<file path="config.mk">
export PLATFORM = sky130hd
export DESIGN_NAME = cartmap_decoder
export DESIGN_NICKNAME = d
export VERILOG_FILES = /design/src/rtl/cartmap_pkg.sv /design/src/rtl/cartmap_fixed_dec.sv /design/src/rtl/cartmap_rom_dec.sv /design/src/rtl/cartmap_psram_dec.sv /design/src/rtl/cartmap_ext_dec.sv /design/src/rtl/cartmap_decoder.sv
export SDC_FILE = /design/constraint.sdc
export NUM_CORES = 1
export LEC_CHECK = 0
export BUFFER_PORTS_ARGS = -buffer_cell sky130_fd_sc_hd__buf_4
export CORE_MARGIN = 3
export CORE_UTILIZATION = 29
export CTS_CLUSTER_SIZE = 16
export DETAILED_ROUTE_END_ITERATION = 16
export GPL_ROUTABILITY_DRIVEN = 0
export SETUP_SLACK_MARGIN = 0.05
export SLEW_MARGIN = 0
export SYNTH_ARGS = -nofsm -noshare
export SYNTH_HDL_FRONTEND = slang
export SYNTH_SLANG_ARGS = --single-unit
</file>
<file path="constraint.sdc">
create_clock -name clk -period 4.3 [get_ports clk]
set_input_delay 0.43 -clock clk [delete_from_list [all_inputs] [get_ports clk]]
set_output_delay 0.43 -clock clk [all_outputs]
set_load 0.01 [all_outputs]
</file>
<file path="src/rtl/cartmap_pkg.sv">
package cartmap_pkg;
  localparam int BANK_W  = 8;
  localparam int OFF_W   = 16;
  localparam int ADDR_W  = 24;
  localparam int NUM_DEV = 6;

  // select bit positions, also the priority order for the overlapping four
  localparam int DEV_BOOT  = 0;
  localparam int DEV_PSRAM = 1;
  localparam int DEV_EXT   = 2;
  localparam int DEV_FLASH = 3;
  localparam int DEV_SRAM  = 4;
  localparam int DEV_PORT  = 5;

  // control bit positions as written by the configuration register
  localparam int CB_HIMODE    = 2;
  localparam int CB_PS_SLOW   = 3;
  localparam int CB_PS_FAST   = 4;
  localparam int CB_PS_LOC_LO = 5;
  localparam int CB_PS_LOC_HI = 6;
  localparam int CB_BOOT_SLOW = 7;
  localparam int CB_BOOT_FAST = 8;
  localparam int CB_EXT_SLOW  = 9;
  localparam int CB_EXT_FAST  = 10;
  localparam int CB_EXT_LOC   = 11;
  localparam int CB_FLASH_WE  = 12;
  localparam int CFG_LO       = 2;
  localparam int CFG_HI       = 12;

  typedef struct packed {
    logic              hit;
    logic [ADDR_W-1:0] addr;
  } hit_t;

  // bank packed above the low 15 offset bits
  function automatic logic [ADDR_W-1:0] lo_style(input logic [BANK_W-1:0] b,
                                                 input logic [OFF_W-2:0] o);
    return ADDR_W'({b, o});
  endfunction

  // bank packed above the full offset
  function automatic logic [ADDR_W-1:0] hi_style(input logic [BANK_W-1:0] b,
                                                 input logic [OFF_W-1:0] o);
    return {b, o};
  endfunction

  function automatic logic [ADDR_W-1:0] width_mask(input int aw);
    return ADDR_W'((64'(1) << aw) - 64'(1));
  endfunction
endpackage

</file>
<file path="src/rtl/cartmap_fixed_dec.sv">
module cartmap_fixed_dec
  import cartmap_pkg::*;
#(
  parameter int SRAM_AW = 15
) (
  input  logic [BANK_W-1:0] bank,
  input  logic [OFF_W-1:0]  off,
  output hit_t              port_res,
  output hit_t              sram_res
);
  localparam logic [ADDR_W-1:0] SRAM_MASK = width_mask(SRAM_AW);

  logic io_window;
  assign io_window = (off[15:12] == 4'h5);

  always_comb begin
    port_res.hit  = io_window && (bank[7:4] == 4'h0);
    port_res.addr = ADDR_W'(bank[3:0]);
    sram_res.hit  = io_window && (bank[7:3] == 5'b00010);
    sram_res.addr = ADDR_W'({bank[2:0], off[11:0]}) & SRAM_MASK;
  end
endmodule

</file>
<file path="src/rtl/cartmap_rom_dec.sv">
module cartmap_rom_dec
  import cartmap_pkg::*;
#(
  parameter int BOOT_AW  = 20,
  parameter int FLASH_AW = 20
) (
  input  logic [BANK_W-1:0] bank,
  input  logic [OFF_W-1:0]  off,
  input  logic              hi_mode,
  input  logic              boot_slow_en,
  input  logic              boot_fast_en,
  output hit_t              boot_res,
  output hit_t              flash_res
);
  localparam logic [ADDR_W-1:0] BOOT_MASK  = width_mask(BOOT_AW);
  localparam logic [ADDR_W-1:0] FLASH_MASK = width_mask(FLASH_AW);

  logic slow_half, fast_half, upper32;
  assign slow_half = (bank <= 8'h7D);
  assign fast_half = bank[7];
  assign upper32   = off[15];

  always_comb begin
    // boot ROM lives in the lower quarter of each half, low-style only
    boot_res.hit  = upper32 && (bank[6] == 1'b0) &&
                    ((!bank[7] && boot_slow_en) || (bank[7] && boot_fast_en));
    boot_res.addr = lo_style(bank, off[14:0]) & BOOT_MASK;

    // flash pack is always present as the lowest-priority background
    flash_res.hit  = (slow_half || fast_half) && (bank[6] || upper32);
    flash_res.addr = (hi_mode ? hi_style(bank, off) : lo_style(bank, off[14:0]))
                     & FLASH_MASK;
  end
endmodule

</file>
<file path="src/rtl/cartmap_psram_dec.sv">
module cartmap_psram_dec
  import cartmap_pkg::*;
#(
  parameter int PSRAM_AW = 19,
  parameter int NUM_LOC  = 4
) (
  input  logic [BANK_W-1:0]          bank,
  input  logic [OFF_W-1:0]           off,
  input  logic                       hi_mode,
  input  logic                       slow_en,
  input  logic                       fast_en,
  input  logic [$clog2(NUM_LOC)-1:0] loc,
  output hit_t                       res
);
  localparam logic [ADDR_W-1:0] MASK = width_mask(PSRAM_AW);
  localparam int LOC_W = $clog2(NUM_LOC);

  logic [NUM_LOC-1:0] lo_win;
  logic [NUM_LOC-1:0] hi_win;

  for (genvar n = 0; n < NUM_LOC; n++) begin : g_win
    // low style: 16-bank window at n*20h; first two windows upper 32K only
    localparam logic [2:0] LO_GRP   = 3'(2 * n);
    localparam bit         LO_UPPER = (n < 2);
    // high style: 8-bank group at n*10h (upper) and 40h+n*10h (full)
    localparam logic [2:0] HI_UPPER = 3'(n);
    localparam logic [2:0] HI_FULL  = 3'(4 + n);

    assign lo_win[n] = (bank[6:4] == LO_GRP) && (!LO_UPPER || off[15]);
    assign hi_win[n] = !bank[3] &&
                       (((bank[6:4] == HI_UPPER) && off[15]) ||
                        (bank[6:4] == HI_FULL));
  end

  logic half_en, fixed_lo, snippet_hi, win_lo, win_hi;

  assign half_en    = bank[7] ? fast_en : ((bank <= 8'h7D) && slow_en);
  // lower 32K of banks 70h-7Dh / F0h-FFh, independent of location
  assign fixed_lo   = !off[15] && (bank[6:4] == 3'b111);
  // 8K slices at 6000h-7FFFh of banks 20h-3Fh / A0h-BFh
  assign snippet_hi = (off[15:13] == 3'b011) && (bank[6:5] == 2'b01);
  assign win_lo     = lo_win[loc];
  assign win_hi     = hi_win[loc];

  always_comb begin
    res.hit  = half_en && (hi_mode ? (win_hi || snippet_hi) : (win_lo || fixed_lo));
    res.addr = (hi_mode ? hi_style(bank, off) : lo_style(bank, off[14:0])) & MASK;
  end

  logic [LOC_W-1:0] unused_loc_w;
  assign unused_loc_w = '0;
endmodule

</file>
<file path="src/rtl/cartmap_ext_dec.sv">
module cartmap_ext_dec
  import cartmap_pkg::*;
#(
  parameter int EXT_AW = 20
) (
  input  logic [BANK_W-1:0] bank,
  input  logic [OFF_W-1:0]  off,
  input  logic              hi_mode,
  input  logic              slow_en,
  input  logic              fast_en,
  input  logic              loc,
  output hit_t              res
);
  localparam logic [ADDR_W-1:0] MASK = width_mask(EXT_AW);

  logic half_en, lo_hit, hi_hit;

  assign half_en = bank[7] ? fast_en : ((bank <= 8'h7D) && slow_en);

  // low style: 32-bank window, upper 32K at 00h or full at 40h
  assign lo_hit = loc ? (bank[6:5] == 2'b10)
                      : ((bank[6:5] == 2'b00) && off[15]);
  // high style: 16-bank upper window plus 16-bank full window
  assign hi_hit = loc ? (((bank[6:4] == 3'b010) && off[15]) || (bank[6:4] == 3'b110))
                      : (((bank[6:4] == 3'b000) && off[15]) || (bank[6:4] == 3'b100));

  always_comb begin
    res.hit  = half_en && (hi_mode ? hi_hit : lo_hit);
    res.addr = (hi_mode ? hi_style(bank, off) : lo_style(bank, off[14:0])) & MASK;
  end
endmodule

</file>
<file path="src/rtl/cartmap_decoder.sv">
module cartmap_decoder
  import cartmap_pkg::*;
#(
  parameter int BOOT_AW  = 20,
  parameter int PSRAM_AW = 19,
  parameter int EXT_AW   = 20,
  parameter int FLASH_AW = 20,
  parameter int SRAM_AW  = 15
) (
  input  logic                clk,
  input  logic                rst,
  input  logic                in_valid,
  output logic                in_ready,
  input  logic [BANK_W-1:0]   in_bank,
  input  logic [OFF_W-1:0]    in_off,
  input  logic                in_wr,
  input  logic [CFG_HI:CFG_LO] cfg,
  output logic                out_valid,
  input  logic                out_ready,
  output logic [NUM_DEV-1:0]  out_sel,
  output logic [ADDR_W-1:0]   out_addr,
  output logic                out_wr_ok,
  output logic                out_open_bus
);
  hit_t port_r, sram_r, boot_r, flash_r, psram_r, ext_r;

  cartmap_fixed_dec #(.SRAM_AW(SRAM_AW)) u_fixed (
    .bank     (in_bank),
    .off      (in_off),
    .port_res (port_r),
    .sram_res (sram_r)
  );

  cartmap_rom_dec #(.BOOT_AW(BOOT_AW), .FLASH_AW(FLASH_AW)) u_rom (
    .bank         (in_bank),
    .off          (in_off),
    .hi_mode      (cfg[CB_HIMODE]),
    .boot_slow_en (cfg[CB_BOOT_SLOW]),
    .boot_fast_en (cfg[CB_BOOT_FAST]),
    .boot_res     (boot_r),
    .flash_res    (flash_r)
  );

  cartmap_psram_dec #(.PSRAM_AW(PSRAM_AW), .NUM_LOC(4)) u_psram (
    .bank    (in_bank),
    .off     (in_off),
    .hi_mode (cfg[CB_HIMODE]),
    .slow_en (cfg[CB_PS_SLOW]),
    .fast_en (cfg[CB_PS_FAST]),
    .loc     (cfg[CB_PS_LOC_HI:CB_PS_LOC_LO]),
    .res     (psram_r)
  );

  cartmap_ext_dec #(.EXT_AW(EXT_AW)) u_ext (
    .bank    (in_bank),
    .off     (in_off),
    .hi_mode (cfg[CB_HIMODE]),
    .slow_en (cfg[CB_EXT_SLOW]),
    .fast_en (cfg[CB_EXT_FAST]),
    .loc     (cfg[CB_EXT_LOC]),
    .res     (ext_r)
  );

  // fixed-priority resolution; register port and SRAM never overlap the rest
  logic [NUM_DEV-1:0] sel_d;
  logic [ADDR_W-1:0]  addr_d;
  logic               wr_ok_d, open_d;

  always_comb begin
    sel_d  = '0;
    addr_d = '0;
    if (port_r.hit) begin
      sel_d[DEV_PORT] = 1'b1;  addr_d = port_r.addr;
    end else if (sram_r.hit) begin
      sel_d[DEV_SRAM] = 1'b1;  addr_d = sram_r.addr;
    end else if (boot_r.hit) begin
      sel_d[DEV_BOOT] = 1'b1;  addr_d = boot_r.addr;
    end else if (psram_r.hit) begin
      sel_d[DEV_PSRAM] = 1'b1; addr_d = psram_r.addr;
    end else if (ext_r.hit) begin
      sel_d[DEV_EXT] = 1'b1;   addr_d = ext_r.addr;
    end else if (flash_r.hit) begin
      sel_d[DEV_FLASH] = 1'b1; addr_d = flash_r.addr;
    end
    wr_ok_d = in_wr && (sel_d[DEV_PSRAM] || sel_d[DEV_EXT] || sel_d[DEV_SRAM] ||
                        sel_d[DEV_PORT] || (sel_d[DEV_FLASH] && cfg[CB_FLASH_WE]));
    open_d  = (sel_d == '0) || sel_d[DEV_EXT];
  end

  // single output register stage with valid/ready
  logic take;
  assign in_ready = !out_valid || out_ready;
  assign take     = in_valid && in_ready;

  always_ff @(posedge clk) begin
    if (rst) begin
      out_valid <= 1'b0;
    end else if (in_ready) begin
      out_valid <= in_valid;
    end
  end

  always_ff @(posedge clk) begin
    if (rst) begin
      out_sel      <= '0;
      out_addr     <= '0;
      out_wr_ok    <= 1'b0;
      out_open_bus <= 1'b0;
    end else if (take) begin
      out_sel      <= sel_d;
      out_addr     <= addr_d;
      out_wr_ok    <= wr_ok_d;
      out_open_bus <= open_d;
    end
  end
endmodule

</file>
==> metrics.cfg <==
[floorplan]
die_area_um2=6140
fp.coreArea_um2=4880
start_util_pct=31.1
row_count=25
die_y_um=78.3
dieWidth_um=78.3
pin_count=74

[setup_path]
crit_path_start_kind=input port
path_max_fanout=12
arrival_ns=2.18
crit_type=in2reg
ff2ff_path_depth=5
required_ns=4.52
worstSetupEndpointType=register

[synthesis]
synthesis.area_um2=1520
synth-main-ff-cell=dfxtp_1
ys_ff_latch=29
synth_edf_count=0
netlist_top_cells_area=dfxtp_1, nand2_1, a21oi_1, mux2i_1, a22o_1
synth_top_area_share_pct=38.3
yosys_warnings=0
synth-async-reset-ratio_pct=0
yosys-top-cells-count=dfxtp_1, nand2_1, nor2_1
avgSynthCellArea_um2=8.48
synth_largest_area_cell=dfxtp_1
synthCells=179
synth.distinct_cells=46
ys_seq_area_share_pct=38.3
yosysMostFrequentCell=dfxtp_1

[clock_tree]
cts_max_path_buffers=2
clkLatencyLatePin_ns=0.28
numCtsBuffers=5
tritoncts=built
htreeDepth=2
cts_resized=0
clkTransAtPathRegs_ns=0.06
cts_sinks=29
cts_root_buf=clkbuf_8
post_cts_buffers=0
postCtsHoldBufs=0

[place]
post-dp-hpwl_um=3440
place_inst=306
dpl-instance-area_um2=2060
port_buffers=69
dp_slack_ns=2.04

[timing]
setup_viol=0
finalHoldViolCount=0
drv_slew=0
fmax_mhz=509
timing.final.crit_share_pct=45.7
skew_ns=0.00295
rsz0062_at_grt=no
setup_tns_ns=0
finalWorstSetupSlack_ns=2.33
min_period_ns=1.97
tightest_slew_ns=0.573
slew_headroom_pct=61.8

[hold_path]
hold_path_depth=2
min_path_type=in2reg

[routing]
wire_per_inst_um=14.2
postRouteAntennaNets=0
vias=1546
viasPerCell=4.92
wl_um=4470
first_pass_iters=4
drc=0
drtIter0Drc=66

[run]
maxCapViolations=0

[global_route]
grt_max_degree=22
grt_usage_pct=14.6
grt_pass1_vias=1453
antenna_found_initial=0
grt_pass1_wl_um=7010
overflow=0

[cells_and_area]
layout-drive-gt1-share_pct=35.2
nFillCells=537
fin_cells=314
area_growth_pct=43.5
diodes=0
fin_area_um2=2180
nNetsFinal=286

[power_and_ir_drop]
sequentialPowerShare_pct=40.4
p_int_mw=0.548
power.total_mw=0.729
ir_worst_vdd_v=0.000188
p_sw_mw=0.182
combPwrFrac_pct=20.1
p_leak_nw=0.985
swShare_pct=24.9
pwr-share-clk_pct=39.5
power_density_nw_per_um2=335

[status]
outcome=completed

-- sequential cells by signal (all words and copies together), names as in the netlist --
signal / cells
out_open_bus: 1
out_addr: 20
out_wr_ok: 1
out_valid: 1
out_sel: 6
-- per-stage QoR --
stage	utilization, %	hold slack, ns
3_3_place_gp	42.3	0.442
2_1_floorplan	-	0.481
6_report	44.6	0.366
5_1_grt	44.6	0.358
4_1_cts	44.6	0.359
3_5_place_dp	42.3	0.447
-- final cells by class --
| type | instances | area (um2) | share of cell area (%) |
|---|---|---|---|
| sequential | 29 | 581 | 26.7 |
| timing repair buffer | 70 | 526 | 24.1 |
| tap | 67 | 83.8 | 3.85 |
| inverter | 2 | 7.51 | 0.345 |
| clock buffer | 7 | 86.3 | 3.96 |
| clock inverter | 1 | 30.0 | 1.38 |
| multi-input combinational | 138 | 865 | 39.7 |
-- final timing paths --
path | startpoint | to | slack [ns]
max | in_bank[6] | out_addr[9]$_SDFFE_PP0P_ | 2.33
min | in_off[8] | out_addr[8]$_SDFFE_PP0P_ | 0.37
max reg2reg | out_valid$_SDFFE_PP0N_ | out_addr[19]$_SDFFE_PP0P_ | 2.54
min reg2reg | out_addr[15]$_SDFFE_PP0P_ | out_addr[15]$_SDFFE_PP0P_ | 0.45
-- power by group through the flow --
stage / clock network (mW) / logic (mW) / registers [mW]
global route: 0.304 / 0.162 / 0.297
global placement: 0 / 0.146 / 0.301
CTS: 0.293 / 0.148 / 0.295
floorplan: 0 / 0.0698 / 0.307
detailed placement: 0 / 0.147 / 0.301
finish: 0.288 / 0.147 / 0.295
-- worst max-delay path, stage by stage --
cell and delay [ns]:
buf_4 0.15, or3b_1 0.39, a2111oi_2 0.40, o31ai_2 0.19, a211oi_4 0.42, a22o_1 0.19
-- routing by layer --
| metal | vias to the layer above | GRT usage [%] | routed length [um] |
|---|---|---|---|
| met2 | 57 | 21.6 | 1950 |
| li1 | 778 | - | - |
| met5 | - | 0 | 0 |
| met1 | 706 | 20.4 | 2200 |
| met4 | 0 | 4.55 | 43 |
| met3 | 5 | 4.01 | 271 |
-- cell usage in the layout, fill, tap and decap left out, types with 2 or more instances in the layout --
| cell | n |
|---|---|
| a211oi_1 | 3 |
| nand2b_1 | 2 |
| xor2_1 | 3 |
| a31o_2 | 4 |
| conb_1 | 4 |
| nand2_1 | 22 |
| inv_1 | 2 |
| a21oi_1 | 16 |
| nor3_1 | 7 |
| o21ai_1 | 2 |
| nand3_1 | 2 |
| nor2_1 | 18 |
| o21ai_0 | 9 |
| nor4_1 | 2 |
| mux2i_1 | 8 |
| a22o_1 | 9 |
| dfxtp_1 | 29 |
| nand3b_1 | 3 |
| clkbuf_8 | 6 |
| buf_4 | 70 |
-- logic make-up (layout without fill, tap and decap cells) --
family	Yosys count	after routing	share of synthesized area (%)
and+or+nand+nor	68	68	22.8
AOI/OAI and AO/OA	54	54	25.5
DFF	29	29	38.3
buffers and inverters	15	80	5.52
muxes	9	9	6.02
xor gates and xnor gates	3	3	1.73
other	1	4	0.247
Power figures use the tool's default switching activity.
